File: config.mk
export PLATFORM = sky130hd
export DESIGN_NAME = ddr_cmd_gate
export DESIGN_NICKNAME = d
export VERILOG_FILES = /design/src/rtl/ddr_cmd_gate.sv
export SDC_FILE = /design/constraint.sdc
export NUM_CORES = 1
export LEC_CHECK = 0
export BUFFER_PORTS_ARGS = -buffer_cell sky130_fd_sc_hd__buf_2
export CAP_MARGIN = 20
export CORE_ASPECT_RATIO = 0.6
export CORE_MARGIN = 2
export CORE_UTILIZATION = 35
export CTS_BUF_LIST = sky130_fd_sc_hd__clkbuf_8
export DETAILED_ROUTE_END_ITERATION = 8
export GPL_TIMING_DRIVEN = 0
export SLEW_MARGIN = 10
export SYNTH_ARGS = -nofsm -noshare
export SYNTH_HDL_FRONTEND = slang
export SYNTH_SLANG_ARGS = --single-unit
export TNS_END_PERCENT = 100
File: constraint.sdc
create_clock -name clk -period 2.3 [get_ports clk]
set_input_delay 0 -clock clk [delete_from_list [all_inputs] [get_ports clk]]
set_output_delay 0 -clock clk [all_outputs]
set_load 0.03 [all_outputs]
File: src/rtl/ddr_cmd_gate.sv
module ddr_cmd_gate #(
  parameter int BANK_W    = 3,
  parameter int TCK_PS    = 4000,
  parameter int T_RRD_PS  = 7500,
  parameter int T_FAW_PS  = 37500,
  parameter int T_WR_PS   = 15000,
  parameter int T_WTR_PS  = 7500,
  parameter int T_RTP_PS  = 7500,
  parameter int T_RP_PS   = 15000,
  parameter int TCCD_CK   = 2,
  parameter int WDATA_CK  = 5,
  localparam int NBANK    = 1 << BANK_W
) (
  input  logic              clk,
  input  logic              rst_n,
  input  logic              cmd_valid,
  input  logic [1:0]        cmd_kind,
  input  logic [BANK_W-1:0] cmd_bank,
  input  logic              cmd_autopre,
  output logic [NBANK-1:0]  act_ok,
  output logic              rd_ok,
  output logic              wr_ok,
  output logic [NBANK-1:0]  pre_ok,
  output logic              violation
);

  localparam int RRD_CK = (T_RRD_PS + TCK_PS - 1) / TCK_PS;
  localparam int FAW_CK = (T_FAW_PS + TCK_PS - 1) / TCK_PS;
  localparam int WR_CK  = (T_WR_PS  + TCK_PS - 1) / TCK_PS;
  localparam int WTR_CK = (T_WTR_PS + TCK_PS - 1) / TCK_PS;
  localparam int RTP_CK = (T_RTP_PS + TCK_PS - 1) / TCK_PS;
  localparam int RP_CK  = (T_RP_PS  + TCK_PS - 1) / TCK_PS;
  localparam int DAL_CK = WR_CK + RP_CK;
  localparam int CW     = $clog2(WDATA_CK + DAL_CK + FAW_CK + RRD_CK + TCCD_CK + WTR_CK + RTP_CK + 2);

  localparam logic [CW-1:0] L_RRD  = CW'(RRD_CK - 1);
  localparam logic [CW-1:0] L_CCD  = CW'(TCCD_CK - 1);
  localparam logic [CW-1:0] L_WTR  = CW'(WDATA_CK + WTR_CK - 1);
  localparam logic [CW-1:0] L_WR   = CW'(WDATA_CK + WR_CK - 1);
  localparam logic [CW-1:0] L_RTP  = CW'(RTP_CK - 1);
  localparam logic [CW-1:0] L_WRAP = CW'(WDATA_CK + DAL_CK - 1);
  localparam logic [CW-1:0] L_RDAP = CW'(RTP_CK + RP_CK - 1);
  localparam logic [CW-1:0] FAW_V  = CW'(FAW_CK);

  function automatic logic [CW-1:0] dec(input logic [CW-1:0] x);
    return (x == '0) ? '0 : x - 1'b1;
  endfunction

  function automatic logic [CW-1:0] bump(input logic [CW-1:0] x, input logic [CW-1:0] l);
    return (l > dec(x)) ? l : dec(x);
  endfunction

  wire is_act = cmd_valid && (cmd_kind == 2'd0);
  wire is_rd  = cmd_valid && (cmd_kind == 2'd1);
  wire is_wr  = cmd_valid && (cmd_kind == 2'd2);
  wire is_pre = cmd_valid && (cmd_kind == 2'd3);

  logic [CW-1:0] rrd_q, ccd_q, wtr_q;
  logic [CW-1:0] age_q [4];
  logic          faw_ok;

  assign faw_ok = (age_q[3] >= FAW_V);
  assign wr_ok  = (ccd_q == '0);
  assign rd_ok  = (ccd_q == '0) && (wtr_q == '0);

  always_ff @(posedge clk or negedge rst_n) begin
    if (!rst_n) begin
      rrd_q <= '0;
      ccd_q <= '0;
      wtr_q <= '0;
      for (int i = 0; i < 4; i++) age_q[i] <= FAW_V;
    end else begin
      rrd_q <= is_act ? bump(rrd_q, L_RRD) : dec(rrd_q);
      ccd_q <= (is_rd || is_wr) ? bump(ccd_q, L_CCD) : dec(ccd_q);
      wtr_q <= is_wr ? bump(wtr_q, L_WTR) : dec(wtr_q);
      if (is_act) begin
        age_q[0] <= CW'(1);
        for (int i = 1; i < 4; i++)
          age_q[i] <= (age_q[i-1] >= FAW_V) ? FAW_V : age_q[i-1] + 1'b1;
      end else begin
        for (int i = 0; i < 4; i++)
          age_q[i] <= (age_q[i] >= FAW_V) ? FAW_V : age_q[i] + 1'b1;
      end
    end
  end

  for (genvar b = 0; b < NBANK; b++) begin : g_bank
    wire hit = (cmd_bank == BANK_W'(b));
    logic [CW-1:0] pre_q, hold_q;
    always_ff @(posedge clk or negedge rst_n) begin
      if (!rst_n) begin
        pre_q  <= '0;
        hold_q <= '0;
      end else begin
        pre_q  <= (is_wr && hit) ? bump(pre_q, L_WR)
                : (is_rd && hit) ? bump(pre_q, L_RTP) : dec(pre_q);
        hold_q <= (is_wr && hit && cmd_autopre) ? bump(hold_q, L_WRAP)
                : (is_rd && hit && cmd_autopre) ? bump(hold_q, L_RDAP) : dec(hold_q);
      end
    end
    assign pre_ok[b] = (pre_q == '0);
    assign act_ok[b] = (hold_q == '0) && (rrd_q == '0) && faw_ok;
  end

  wire bad = (is_act && !act_ok[cmd_bank]) || (is_rd && !rd_ok) ||
             (is_wr && !wr_ok) || (is_pre && !pre_ok[cmd_bank]);

  always_ff @(posedge clk or negedge rst_n) begin
    if (!rst_n) violation <= 1'b0;
    else if (bad) violation <= 1'b1;
  end

  if (RRD_CK > 1) begin : g_a_rrd
    p_rrd_gap_r2: assert property (@(posedge clk) disable iff (!rst_n)
      is_act |=> (act_ok == '0));
  end

  if (TCCD_CK > 1) begin : g_a_ccd
    p_col_gap_r4: assert property (@(posedge clk) disable iff (!rst_n)
      (is_rd || is_wr) |=> (!rd_ok && !wr_ok));
  end

  p_wr_to_rd_r5: assert property (@(posedge clk) disable iff (!rst_n)
    is_wr |=> !rd_ok);

  p_wr_recovery_r6: assert property (@(posedge clk) disable iff (!rst_n)
    is_wr |=> !pre_ok[$past(cmd_bank)]);

  if (RTP_CK > 1) begin : g_a_rtp
    p_rd_to_pre_r7: assert property (@(posedge clk) disable iff (!rst_n)
      is_rd |=> !pre_ok[$past(cmd_bank)]);
  end

  p_viol_sticky_r10: assert property (@(posedge clk) disable iff (!rst_n)
    violation |=> violation);

endmodule

==> impl_metrics.yaml <==
job:
  drv_cap: 0
floorplan:
  start_util_pct: 35.81
  fp-row-count: 43
  die-area_um2: 25010
  io_pins: 28
  die_h_um: 123.3
  placeableCoreArea_um2: 23190
  die_w_um: 202.8
worst_setup_path:
  crit_type: "reg -> reg"
  crit_path_cell_trace: "inv_2 > ha_4 > or3b_4 > nor4_4 > a211oi_1 > or4_1 > or4b_1"
  cp_max_fo: 3
  reg2reg_from: "g_bank[4].hold_q[0]"
  end_kind: "register"
  cpPeakStageDelay_ns: 0.48
  cp-startpoint: "g_bank[4].hold_q[0]"
  cp-start-kind: "register"
  worstPathRequired_ns: 2.64
  crit_arrival_ns: 2.64
  crit_slowest_cell: "or4b_1"
placed_design:
  io_buffers: 25
  place_inst: 1240
  place_hpwl_um: 14330
  dpl_cell_area_um2: 8906
  routabilityCongestion: 0.8460
sta:
  hold_viol_final: 0
  worst_clock_skew_ns: 0.01239
  period_minus_slack_ns: 2.303
  finalSetupTns_ns: -0.002682
  whs_ns: 0.06402
  period_share_pct: 100.1
  setup_ws_ns: -0.002682
  slew_headroom_pct: 49.10
  tightest_slew_ns: 0.7635
  final_max_slew_viol_count: 0
  fmax_mhz: 434.3
  rsz0062_at_grt: "true"
  setup_viol: 1
synth:
  ys_seq_area_share_pct: 42.01
  ys_top_cells_by_area: "dfrtp_1 (39%), ha_1 (5.9%), nor2_1 (3.7%), inv_1 (3.0%), o31ai_1 (2.9%)"
  yosysUniqueCellTypes: 80
  synth_ff_type: "dfrtp_1"
  syn_area_per_cell_um2: 9.319
  ys_seq_elements: 139
  synth_top_area_cell: "dfrtp_1"
  ys_warn_count: 0
  syn_inst: 891
  synth.top_cell.area_share_pct: 39.48
  synthArstFlopShare_pct: 100.0
  netlist_area_um2: 8303
  synth-edff-count: 0
final_layout:
  drive_gt1_share_pct: 18.71
  final_cell_mix: "dfrtp_1 (129), nor2_1 (81), inv_1 (59)"
  post_layout_nonfiller_instances: 1288
  nets: 1008
  antenna_cells: 0
  final_area_um2: 9697
  utilization_pct: 41.82
  area_growth_pct: 16.79
  final_common_cell: "dfrtp_1"
cts:
  cts_made_buffers: 17
  clk_transition_reported_paths_ns: 0.09
  cts-root-buf: "clkbuf_8"
  cts_tree: "yes"
  clock_sinks: 139
  clock_latency_ns: 0.47
  cts_max_path_buffers: 2
  htree_levels: 4
routing:
  firstDrtPassIters: 5
  routed_wl_um: 19950
  route.detailed.wl_per_inst_um: 15.49
  vias_per_cell: 5.308
  final_antenna_net_count: 0
  drt_iter0_drc: 516
  drc: 0
  dr_total_vias: 6837
global_routing:
  overflow: 0
  grt_usage_pct: 16.46
  grt_max_degree: 73
  grt_first_pass_wirelength_um: 32240
  grt_pass1_vias: 6304
  antenna_found_initial: 0
power:
  irDropWorstVdd_v: 0.0006005
  p_leak_nw: 4.106
  p_per_area_nw_per_um2: 1345
run_status:
  violations: "setup timing"
  status: "complete, but fails checks"
min_path:
  hold_path_class: "in -> async"
-- worst max-delay path, delay by kind of cell, from the launching register on --
kind / cells / cell delay (ns)
adder cells (fa/ha/maj): 1 / 0.13
AND/OR/NAND/NOR: 4 / 1.49
AO/OA/AOI/OAI: 1 / 0.08
flip-flops: 1 / 0.41
buffers and inverters: 1 / 0.08
-- cell type report --
class                           count  area (um2)
Fill cell                        2254       13490
Tap cell                          315       394.1
Sequential cell                   139        3491
Multi-Input combinational cell    670        4718
Timing Repair Buffer               45       312.8
Buffer                             21       133.9
Inverter                           66       247.7
Clock buffer                       17       234.0
Clock inverter                     15       165.2
-- sequential cells by signal, summed over array words and instances (netlist names) --
| name | flops |
|---|---|
| age_q | 24 |
| g_bank.pre_q | 48 |
| violation | 1 |
| rrd_q | 6 |
| g_bank.hold_q | 48 |
| ccd_q | 6 |
| wtr_q | 6 |
-- path summary, 6_finish.rpt --
| check | end | depth (start not counted) | slack, ns |
|---|---|---|---|
| worst min-delay path | g_bank[5].pre_q[1] | 2 | 0.06 |
| worst min register to register | rrd_q[0] | 1 | 0.51 |
| worst max register to register | violation | 7 | -0.003 |
| min in group clk | violation | 4 | 0.10 |
| max in group asynchronous | g_bank[0].hold_q[2] | 3 | 1.48 |
| worst max-delay path | violation | 7 | -0.003 |
-- Yosys cell counts (all sizes together), types with 12 or more instances --
cell type	instances
nor3b	14
or3	14
o31ai	32
xnor2	21
or4	16
nor3	38
nor2	83
a21oi	29
nand3	28
mux2	13
nor2b	22
and2	12
nand2b	19
inv	66
dfrtp	131
clkbuf	18
o21ai	37
nand2	58
ha	39
nor4	18
-- cell families (layout without fill, tap and decap cells) --
family	after synthesis	count (layout)	synth area share, %
adders and majority gates	39	39	5.877
and+or+nand+nor	382	382	25.66
xor gates and xnor gates	32	32	3.376
muxes	18	18	2.366
DFF	139	139	42.01
other	1	8	0.04516
AOI/OAI and AO/OA	191	191	15.97
buffers and inverters	89	164	4.687
-- repair_timing --
| item | 4_1_cts | 5_1_grt |
|---|---|---|
| hold endpoints to repair | 142 | 0 |
| setup buffers | 5 | 9 |
| pin swaps | 3 | 5 |
| setup endpoints to repair | 15 | 30 |
| resized for setup | 24 | 37 |
| hold buffers | 4 | 0 |
-- per-layer routing --
layer / up-vias / wire length (um) / GRT usage [%]
met1: 3284 / 10710 / 25.21
met4: 0 / 136 / 4.015
met2: 163 / 8014 / 22.82
li1: 3381 / - / -
met3: 9 / 1090 / 4.191
met5: - / 0 / 0
-- metrics by stage --
step | setup WS (ns) | power (mW)
after detailed placement | -0.2157 | 10.34
after CTS | -0.01518 | 12.66
after global routing | -0.08540 | 14.21
after floorplan | -0.1077 | 8.990
after global placement | -0.8569 | 10.27
final | -0.002682 | 13.04
-- report_power, final --
group          leakage (nW)  switching (mW)  internal, mW
logic                  2.23            3.50          2.84
registers              1.68            1.13          3.50
clock network         0.195            1.09         0.982
(Power assumes the default switching activity.)
